<file path="config.mk">
export PLATFORM = sky130hd
export DESIGN_NAME = scl_lowtime_guard
export DESIGN_NICKNAME = d
export VERILOG_FILES = /design/src/rtl/sclg_pkg.sv /design/src/rtl/sclg_sync.sv /design/src/rtl/sclg_timer.sv /design/src/rtl/sclg_lock.sv /design/src/rtl/scl_lowtime_guard.sv
export SDC_FILE = /design/constraint.sdc
export NUM_CORES = 1
export LEC_CHECK = 0
export ABC_AREA = 0
export BUFFER_PORTS_ARGS = -buffer_cell sky130_fd_sc_hd__buf_4
export CAP_MARGIN = 20
export CORE_MARGIN = 2
export CORE_UTILIZATION = 49
export DETAILED_ROUTE_END_ITERATION = 6
export PLACE_DENSITY_LB_ADDON = 0.12
export SKIP_LAST_GASP = 1
export SYNTH_ARGS = -nofsm -noshare
export SYNTH_HDL_FRONTEND = slang
export SYNTH_SLANG_ARGS = --single-unit
</file>
<file path="constraint.sdc">
create_clock -name clk -period 2.45 [get_ports clk]
set_input_delay 0.3675 -clock clk [delete_from_list [all_inputs] [get_ports clk]]
set_output_delay 0.3675 -clock clk [all_outputs]
set_load 0.1 [all_outputs]
</file>
<file path="src/rtl/sclg_pkg.sv">
package sclg_pkg;
   localparam int unsigned SCLG_CFG_W   = 8;
   localparam logic [7:0]  SCLG_ST_ERR  = 8'h78;
   localparam logic [7:0]  SCLG_ST_IDLE = 8'hF8;
endpackage

</file>
<file path="src/rtl/sclg_sync.sv">
module sclg_sync #(
   parameter int unsigned STAGES    = 2,
   parameter logic        RESET_VAL = 1'b1
) (
   input  logic clk,
   input  logic rst_n,
   input  logic d,
   output logic q
);
   generate
      if (STAGES < 2) begin : g_bad
         $error("sclg_sync needs at least two stages");
      end
   endgenerate

   logic [STAGES-1:0] chain;

   always_ff @(posedge clk or negedge rst_n) begin
      if (!rst_n) chain <= {STAGES{RESET_VAL}};
      else        chain <= {chain[STAGES-2:0], d};
   end

   assign q = chain[STAGES-1];
endmodule

</file>
<file path="src/rtl/sclg_timer.sv">
module sclg_timer #(
   parameter int unsigned CNT_W = 7
) (
   input  logic             clk,
   input  logic             rst_n,
   input  logic             en,
   input  logic [CNT_W-1:0] limit,
   input  logic             hold,
   input  logic             line_lvl,
   input  logic             master_mode,
   input  logic             start_req,
   input  logic             tick,
   output logic             expire
);
   logic             prev_lvl;
   logic             armed;
   logic [CNT_W-1:0] cnt;
   logic             fall_seen;
   logic             rise_seen;
   logic             arm_req;
   logic             at_zero;

   assign fall_seen = prev_lvl & ~line_lvl;
   assign rise_seen = ~prev_lvl & line_lvl;
   assign arm_req   = (master_mode & fall_seen) | (start_req & ~line_lvl & ~armed);
   assign at_zero   = (cnt == '0);
   assign expire    = armed & tick & at_zero & ~rise_seen & en & ~hold;

   always_ff @(posedge clk or negedge rst_n) begin
      if (!rst_n) prev_lvl <= 1'b1;
      else        prev_lvl <= line_lvl;
   end

   always_ff @(posedge clk or negedge rst_n) begin
      if (!rst_n) begin
         cnt <= '0;
      end else if (fall_seen | rise_seen | (arm_req & ~armed)) begin
         cnt <= limit;
      end else if (armed & tick & ~at_zero) begin
         cnt <= cnt - 1'b1;
      end
   end

   always_ff @(posedge clk or negedge rst_n) begin
      if (!rst_n) begin
         armed <= 1'b0;
      end else if (~en | hold | rise_seen | expire) begin
         armed <= 1'b0;
      end else if (arm_req) begin
         armed <= 1'b1;
      end
   end
endmodule

</file>
<file path="src/rtl/sclg_lock.sv">
module sclg_lock (
   input  logic clk,
   input  logic rst_n,
   input  logic expire,
   input  logic lock_clr,
   output logic err_pulse,
   output logic locked
);
   always_ff @(posedge clk or negedge rst_n) begin
      if (!rst_n) begin
         err_pulse <= 1'b0;
         locked    <= 1'b0;
      end else begin
         err_pulse <= expire & ~lock_clr;
         if (lock_clr)    locked <= 1'b0;
         else if (expire) locked <= 1'b1;
      end
   end
endmodule

</file>
<file path="src/rtl/scl_lowtime_guard.sv">
module scl_lowtime_guard
   import sclg_pkg::*;
#(
   parameter int unsigned SYNC_STAGES = 2,
   parameter int unsigned CFG_W       = 8
) (
   input  logic             clk,
   input  logic             rst_n,
   input  logic             scl_in,
   input  logic             tick,
   input  logic             master_mode,
   input  logic             start_req,
   input  logic             lock_clr,
   input  logic             cfg_we,
   input  logic [CFG_W-1:0] cfg_wdata,
   output logic [CFG_W-1:0] cfg_rdata,
   output logic             err_pulse,
   output logic [7:0]       status,
   output logic             irq,
   output logic             release_lines
);
   localparam int unsigned CNT_W  = CFG_W - 1;
   localparam int unsigned EN_BIT = CFG_W - 1;

   generate
      if (CFG_W != SCLG_CFG_W) begin : g_bad_w
         $error("configuration width must match the package width");
      end
   endgenerate

   logic [CFG_W-1:0] cfg_q;
   logic             line_lvl;
   logic             expire;
   logic             locked;

   always_ff @(posedge clk or negedge rst_n) begin
      if (!rst_n)      cfg_q <= '0;
      else if (cfg_we) cfg_q <= cfg_wdata;
   end

   sclg_sync #(.STAGES(SYNC_STAGES), .RESET_VAL(1'b1)) u_sync (
      .clk   (clk),
      .rst_n (rst_n),
      .d     (scl_in),
      .q     (line_lvl)
   );

   sclg_timer #(.CNT_W(CNT_W)) u_timer (
      .clk         (clk),
      .rst_n       (rst_n),
      .en          (cfg_q[EN_BIT]),
      .limit       (cfg_q[CNT_W-1:0]),
      .hold        (locked | lock_clr),
      .line_lvl    (line_lvl),
      .master_mode (master_mode),
      .start_req   (start_req),
      .tick        (tick),
      .expire      (expire)
   );

   sclg_lock u_lock (
      .clk       (clk),
      .rst_n     (rst_n),
      .expire    (expire),
      .lock_clr  (lock_clr),
      .err_pulse (err_pulse),
      .locked    (locked)
   );

   assign cfg_rdata     = cfg_q;
   assign irq           = locked;
   assign release_lines = locked;
   assign status        = locked ? SCLG_ST_ERR : SCLG_ST_IDLE;
endmodule

</file>
==> results.toml, run 1 <==
[logic_synthesis]
synth_cell_types = 27
synth_seq_cells = 21
syn_inst = 91
syn_area_mm2 = 0.00108
synth_area_per_cell_um2 = 11.9
ys_seq_area_share_pct = 48.9
synth-warning-count = 0

[floorplan]
core-area_mm2 = 0.00215
io_pins = 35
rows = 17
dieHeight_um = 51.0
dieArea_mm2 = 0.00260
die_w_um = 51.0
start_util_pct = 50.4

[final_layout]
final_layout_size_suffix_gt1_share_pct = 46.2
fin_nets = 140
area_growth_pct = 21.3
final_core_util_pct = 61.1
stdcell_count = 147
antenna_cells = 0

[grt]
grt_start_max_net_pins = 22
grt_overflow = 0
grt_pass1_wl_um = 2720
grt_use_total_pct = 14.2
grt_pass1_vias = 648
antenna_found_initial = 0

[job]
drv_cap = 0

[sta]
finalHoldViolCount = 0
slew_viol_final = 0
fin_setup_tns_ps = 0
fmax_mhz = 554
period_needed_ps = 1800
finClkSkew_ps = 1.93
fin_crit_sh_pct = 73.7
rsz0062_at_grt = "false"
setup_viol = 0

[worst_setup_path]
worstPathMaxFanout = 6
crit_family = "flip-flops"
cp_num_buf_inv = 1
path_cells = "inv_1, ha_1, nor3b_2, a21oi_1, xnor2_1, mux2_2"
critical_path_class = "flop to flop"
worst-path-stages = 6
rrSetupSlack_ps = 650
critical_path_required_ps = 2660
worst_setup_path_end_kind = "flop"
slowest_delay_ps = 440
cp.arrival_ps = 2010
worstRegToRegCells = 6
start_kind = "flop"
slowest_stage = "dfrtp_1"

[power_and_ir_drop]
peakVddDrop_uv = 539
p_leak_nw = 0.610
power.density_mw_per_mm2 = 684

[clocking]
cts_resized = 0
clk_latency_ps = 310
cts_made_buffers = 3
clkTransAtPathRegs_ps = 120
clockRootBuffer = "clkbuf_4"
cts_buffer_depth = 2
cts.sinks = 21
htree_levels = 1
cts_tree = "done"

[min_path]
min_path_type = "input pin to flop"
hold_depth = 1

[placement]
dp_cells = 142
port-buffer-count = 27
detailed_place_hpwl_um = 1350
gp_congestion = 0.714

[route]
drc = 0
drt_iter0_drc = 5
final_antenna_net_count = 0
wl_per_cell_um = 11.7
via_per_inst = 4.93
drtPass1Iterations = 4
wirelength_um = 1710
via_count = 724

[status]
status = "complete, no violations"
==> final timing paths <==
path | start | end
max | u_timer.cnt[0] | u_timer.cnt[0]
min | scl_in | u_sync.chain[0]
max reg2reg | u_timer.cnt[0] | u_timer.cnt[0]
min reg2reg | u_sync.chain[0] | u_sync.chain[1]
max in group asynchronous | rst_n | u_sync.chain[0]
min in group asynchronous | rst_n | u_timer.cnt[6]
==> final cells by class <==
| class | count | area [um2] |
|---|---|---|
| Clock buffer | 3 | 22.5 |
| Tap cell | 28 | 35.0 |
| Clock inverter | 1 | 5.00 |
| Fill cell | 175 | 836 |
| Timing Repair Buffer | 29 | 220 |
| Inverter | 8 | 30.0 |
| Multi-Input combinational cell | 57 | 470 |
| Sequential cell | 21 | 529 |
==> flip-flops by register name, summed over array words and instances, names as in the netlist <==
name / count
u_sync.chain: 2
u_timer.armed: 1
u_lock.locked: 1
u_timer.cnt: 7
u_timer.prev_lvl: 1
cfg_rdata: 8
u_lock.err_pulse: 1
==> report_power, final <==
part,leakage [nW],total [mW],switching (mW),internal [mW]
combinational,0.344,0.305,0.209,0.0961
sequential,0.249,0.424,0.0371,0.387
clock,0.0177,0.170,0.109,0.0611
total,0.610,0.898,0.354,0.544
==> kinds of logic after synthesis <==
kind of cell | synth area share (%)
AOI/OAI and AO/OA | 4.51
and+or+nand+nor | 10.5
xor gates and xnor gates | 0.809
buffers and inverters | 9.36
DFF | 48.9
adders and majority gates | 4.62
other | 0.694
muxes | 20.6
==> layout by cell type, fill, tap and decap left out, types with 3 or more instances in the layout <==
cell | netlist | layout
inv_1 | 7 | 7
mux2_2 | 16 | 16
nor2_1 | 5 | 5
nor3_1 | 3 | 3
dfrtp_1 | 18 | 18
clkbuf_4 | 0 | 3
conb_1 | 2 | 7
ha_1 | 4 | 4
a21oi_1 | 3 | 3
buf_4 | 9 | 28
dfstp_2 | 3 | 3
==> routing by layer <==
layer | up-vias | track usage (%) | share of wire, %
met4 | 0 | 6.76 | 1.7
li1 | 354 | - | -
met2 | 25 | 24.9 | 49
met5 | - | 0 | 0
met3 | 2 | 2.63 | 5.9
met1 | 343 | 16.7 | 43
==> synthesized netlist by cell type, drive strengths merged <==
master	n	share of area, %
a211oi	2	1.4
a21oi	3	1.4
a22oi	1	0.69
a31oi	1	0.58
and4	1	0.81
buf	9	6.2
clkbuf	1	0.35
conb	2	0.69
dfrtp	18	42
dfstp	3	7.3
ha	4	4.6
inv	8	2.8
mux2	18	19
mux2i	2	1.8
nand2	1	0.35
nand3	2	0.92
nor2	5	1.7
nor2b	1	0.58
nor3	3	1.4
nor3b	1	1.2
nor4	2	2.5
o21ai	1	0.46
or3	1	1.0
xnor2	1	0.81
==> stage by stage <==
| step | setup WS (ps) | cell area [um2] | total power, mW | hold slack, ps |
|---|---|---|---|---|
| after floorplan | 457 | 1100 | 0.675 | 71.9 |
| after global placement | 676 | 1270 | 0.733 | 267 |
| after detailed placement | 649 | 1270 | 0.738 | 264 |
| after CTS | 615 | 1310 | 0.909 | 138 |
| after global routing | 511 | 1310 | 0.937 | 133 |
| final | 645 | 1310 | 0.898 | 150 |
==> what timing repair did <==
item | 4_1_cts | 5_1_grt
hold buffers | 1 | 0
buffers inserted | 0 | 0
endpoints found under the hold margin | 18 | 0
Note: power is estimated with default switching activity, not from simulation.
==> inputs of run 2 (changes only) <==
Settings changed: CORE_UTILIZATION 49 to 44.
Clock period 2.45 ns to 1.6 ns, I/O delays scaled along.
==> results.toml, run 2 (same netlist as run 1, synthesis figures left out) <==
[status]
status = "complete, but fails checks"
failed_checks = "setup timing"

[grt]
grt_pass1_wl_um = 3200
grt_pass1_vias = 734
grt_start_max_net_pins = 22
grt_use_total_pct = 16.0
grt_overflow = 0
antenna_found_initial = 0

[route]
wirelength_um = 2030
drtPass1Iterations = 4
via_per_inst = 4.88
final_antenna_net_count = 0
drc = 0
via_count = 785
wl_per_cell_um = 12.6
drt_iter0_drc = 1

[worst_setup_path]
slowest_delay_ps = 420
path_cells = "or3_4, nor3_4, mux2_4, mux2_2"
critical_path_required_ps = 1800
cp.arrival_ps = 1880
worstRegToRegCells = 4
crit_family = "simple AND/OR/NAND/NOR gates"
rrSetupSlack_ps = -70
worst-path-stages = 4
worst_setup_path_end_kind = "flop"
r2r_end = "u_timer.cnt[6]"
r2r_start = "u_timer.cnt[2]"
cp-startpoint = "u_timer.cnt[2]"
worstPathMaxFanout = 2
cp_num_buf_inv = 0
critical_path_class = "flop to flop"
start_kind = "flop"
slowest_stage = "or3_4"

[clocking]
cts_tree = "done"
cts_made_buffers = 3
cts.sinks = 21
clockRootBuffer = "clkbuf_4"
htree_levels = 1
cts_buffer_depth = 2
clkTransAtPathRegs_ps = 130
clk_latency_ps = 310
postCtsSetupRepairBufs = 0

[floorplan]
core-area_mm2 = 0.00228
start_util_pct = 47.6
dieHeight_um = 53.6
die_w_um = 53.6
io_pins = 35
dieArea_mm2 = 0.00287
rows = 17

[min_path]
hold_depth = 2
hold_path_end = "u_lock.locked"
hp-start = "lock_clr"
min_path_type = "input pin to flop"

[power_and_ir_drop]
switching_share_pct = 39.6
switchingPower_uw = 604
peakVddDrop_uv = 766
p_clk_share_pct = 17.5
power.density_mw_per_mm2 = 1000
p_int_uw = 922
p_leak_nw = 0.698
pwr-share-comb_pct = 40.5
seqPwrFrac_pct = 42.1

[sta]
slew_viol_final = 0
setup_viol = 4
finalHoldViolCount = 0
fmax_mhz = 598
hold_ws_ps = 59.6
rsz0062_at_grt = "true"
setup_ws_ps = -72.3
fin_crit_sh_pct = 105
finClkSkew_ps = 8.02
period_needed_ps = 1670

[placement]
detailed_place_hpwl_um = 1540
port-buffer-count = 27
gp_congestion = 0.805

[final_layout]
fin_nets = 154
final_layout_size_suffix_gt1_share_pct = 61.7
multi_input_area_um2 = 567
final_core_util_pct = 67.0
area_growth_pct = 40.8
nFillCells = 177
regArea_um2 = 531
mostFrequentLayoutCells = "buf_4 (41), dfrtp_1 (17), mux2_2 (15)"
antenna_cells = 0
final_common_cell = "buf_4"
largest_register_ffs = 8

[job]
drv_cap = 0
## run 2: cell types whose count changed in the layout (fill, tap and decap cells not counted), sizes merged
cell	delta
inv	-1
buf	+13
clkinvlp	+2
dlygate4sd3	+1
clkinv	-1
## run 2: per-stage QoR
stage | instances | power (mW) | setup TNS (ps) | area [um2] | worst slack [ps]
floorplan | 96 | 1.05 | -18.0 | 1130 | -13.4
global placement | 155 | 1.21 | -136 | 1400 | -37.3
detailed placement | 155 | 1.22 | -261 | 1400 | -76.4
CTS | 160 | 1.51 | -212 | 1460 | -67.2
global route | 161 | 1.62 | -587 | 1520 | -128
finish | 161 | 1.53 | -185 | 1520 | -72.3
## run 2: layer usage
layer,wire length (um),up-vias,GRT usage [%]
li1,-,380,-
met3,103,2,3.61
met2,1030,27,26.5
met5,0,-,0
met4,21,0,7.69
met1,874,376,19.7
## run 2: power by group through the flow
stage | Sequential, mW | Combinational, mW | Clock, mW
2_1_floorplan | 0.786 | 0.261 | 0
3_3_place_gp | 0.646 | 0.562 | 0
3_5_place_dp | 0.650 | 0.570 | 0
4_1_cts | 0.641 | 0.587 | 0.282
5_1_grt | 0.650 | 0.655 | 0.310
6_report | 0.643 | 0.618 | 0.267
## run 2: how the worst max path moves through the flow
| stage | endpoint | slack [ps] |
|---|---|---|
| final | u_timer.cnt[6] | -70 |
| after global routing | u_timer.cnt[5] | -130 |
| after CTS | u_timer.cnt[5] | -70 |
| after detailed placement | u_timer.cnt[4] | -80 |
| after global placement | u_timer.cnt[4] | -40 |
| after floorplan | u_timer.cnt[5] | -10 |
## run 2: area by class of cell
type | instances | area share [%]
Sequential cell | 21 | 34.8
Timing Repair Buffer | 43 | 21.5
Clock inverter | 1 | 0.493
Multi-Input combinational cell | 57 | 37.2
Tap cell | 28 | 2.30
Inverter | 8 | 2.22
Clock buffer | 3 | 1.48
## run 2: timing repair
| action | 4_1_cts | 5_1_grt |
|---|---|---|
| hold buffers | 1 | 1 |
| pin swaps | 0 | 7 |
| gates resized for setup | 7 | 8 |
| endpoints found under the hold margin | 18 | 1 |
| endpoints found under the setup margin | 7 | 8 |
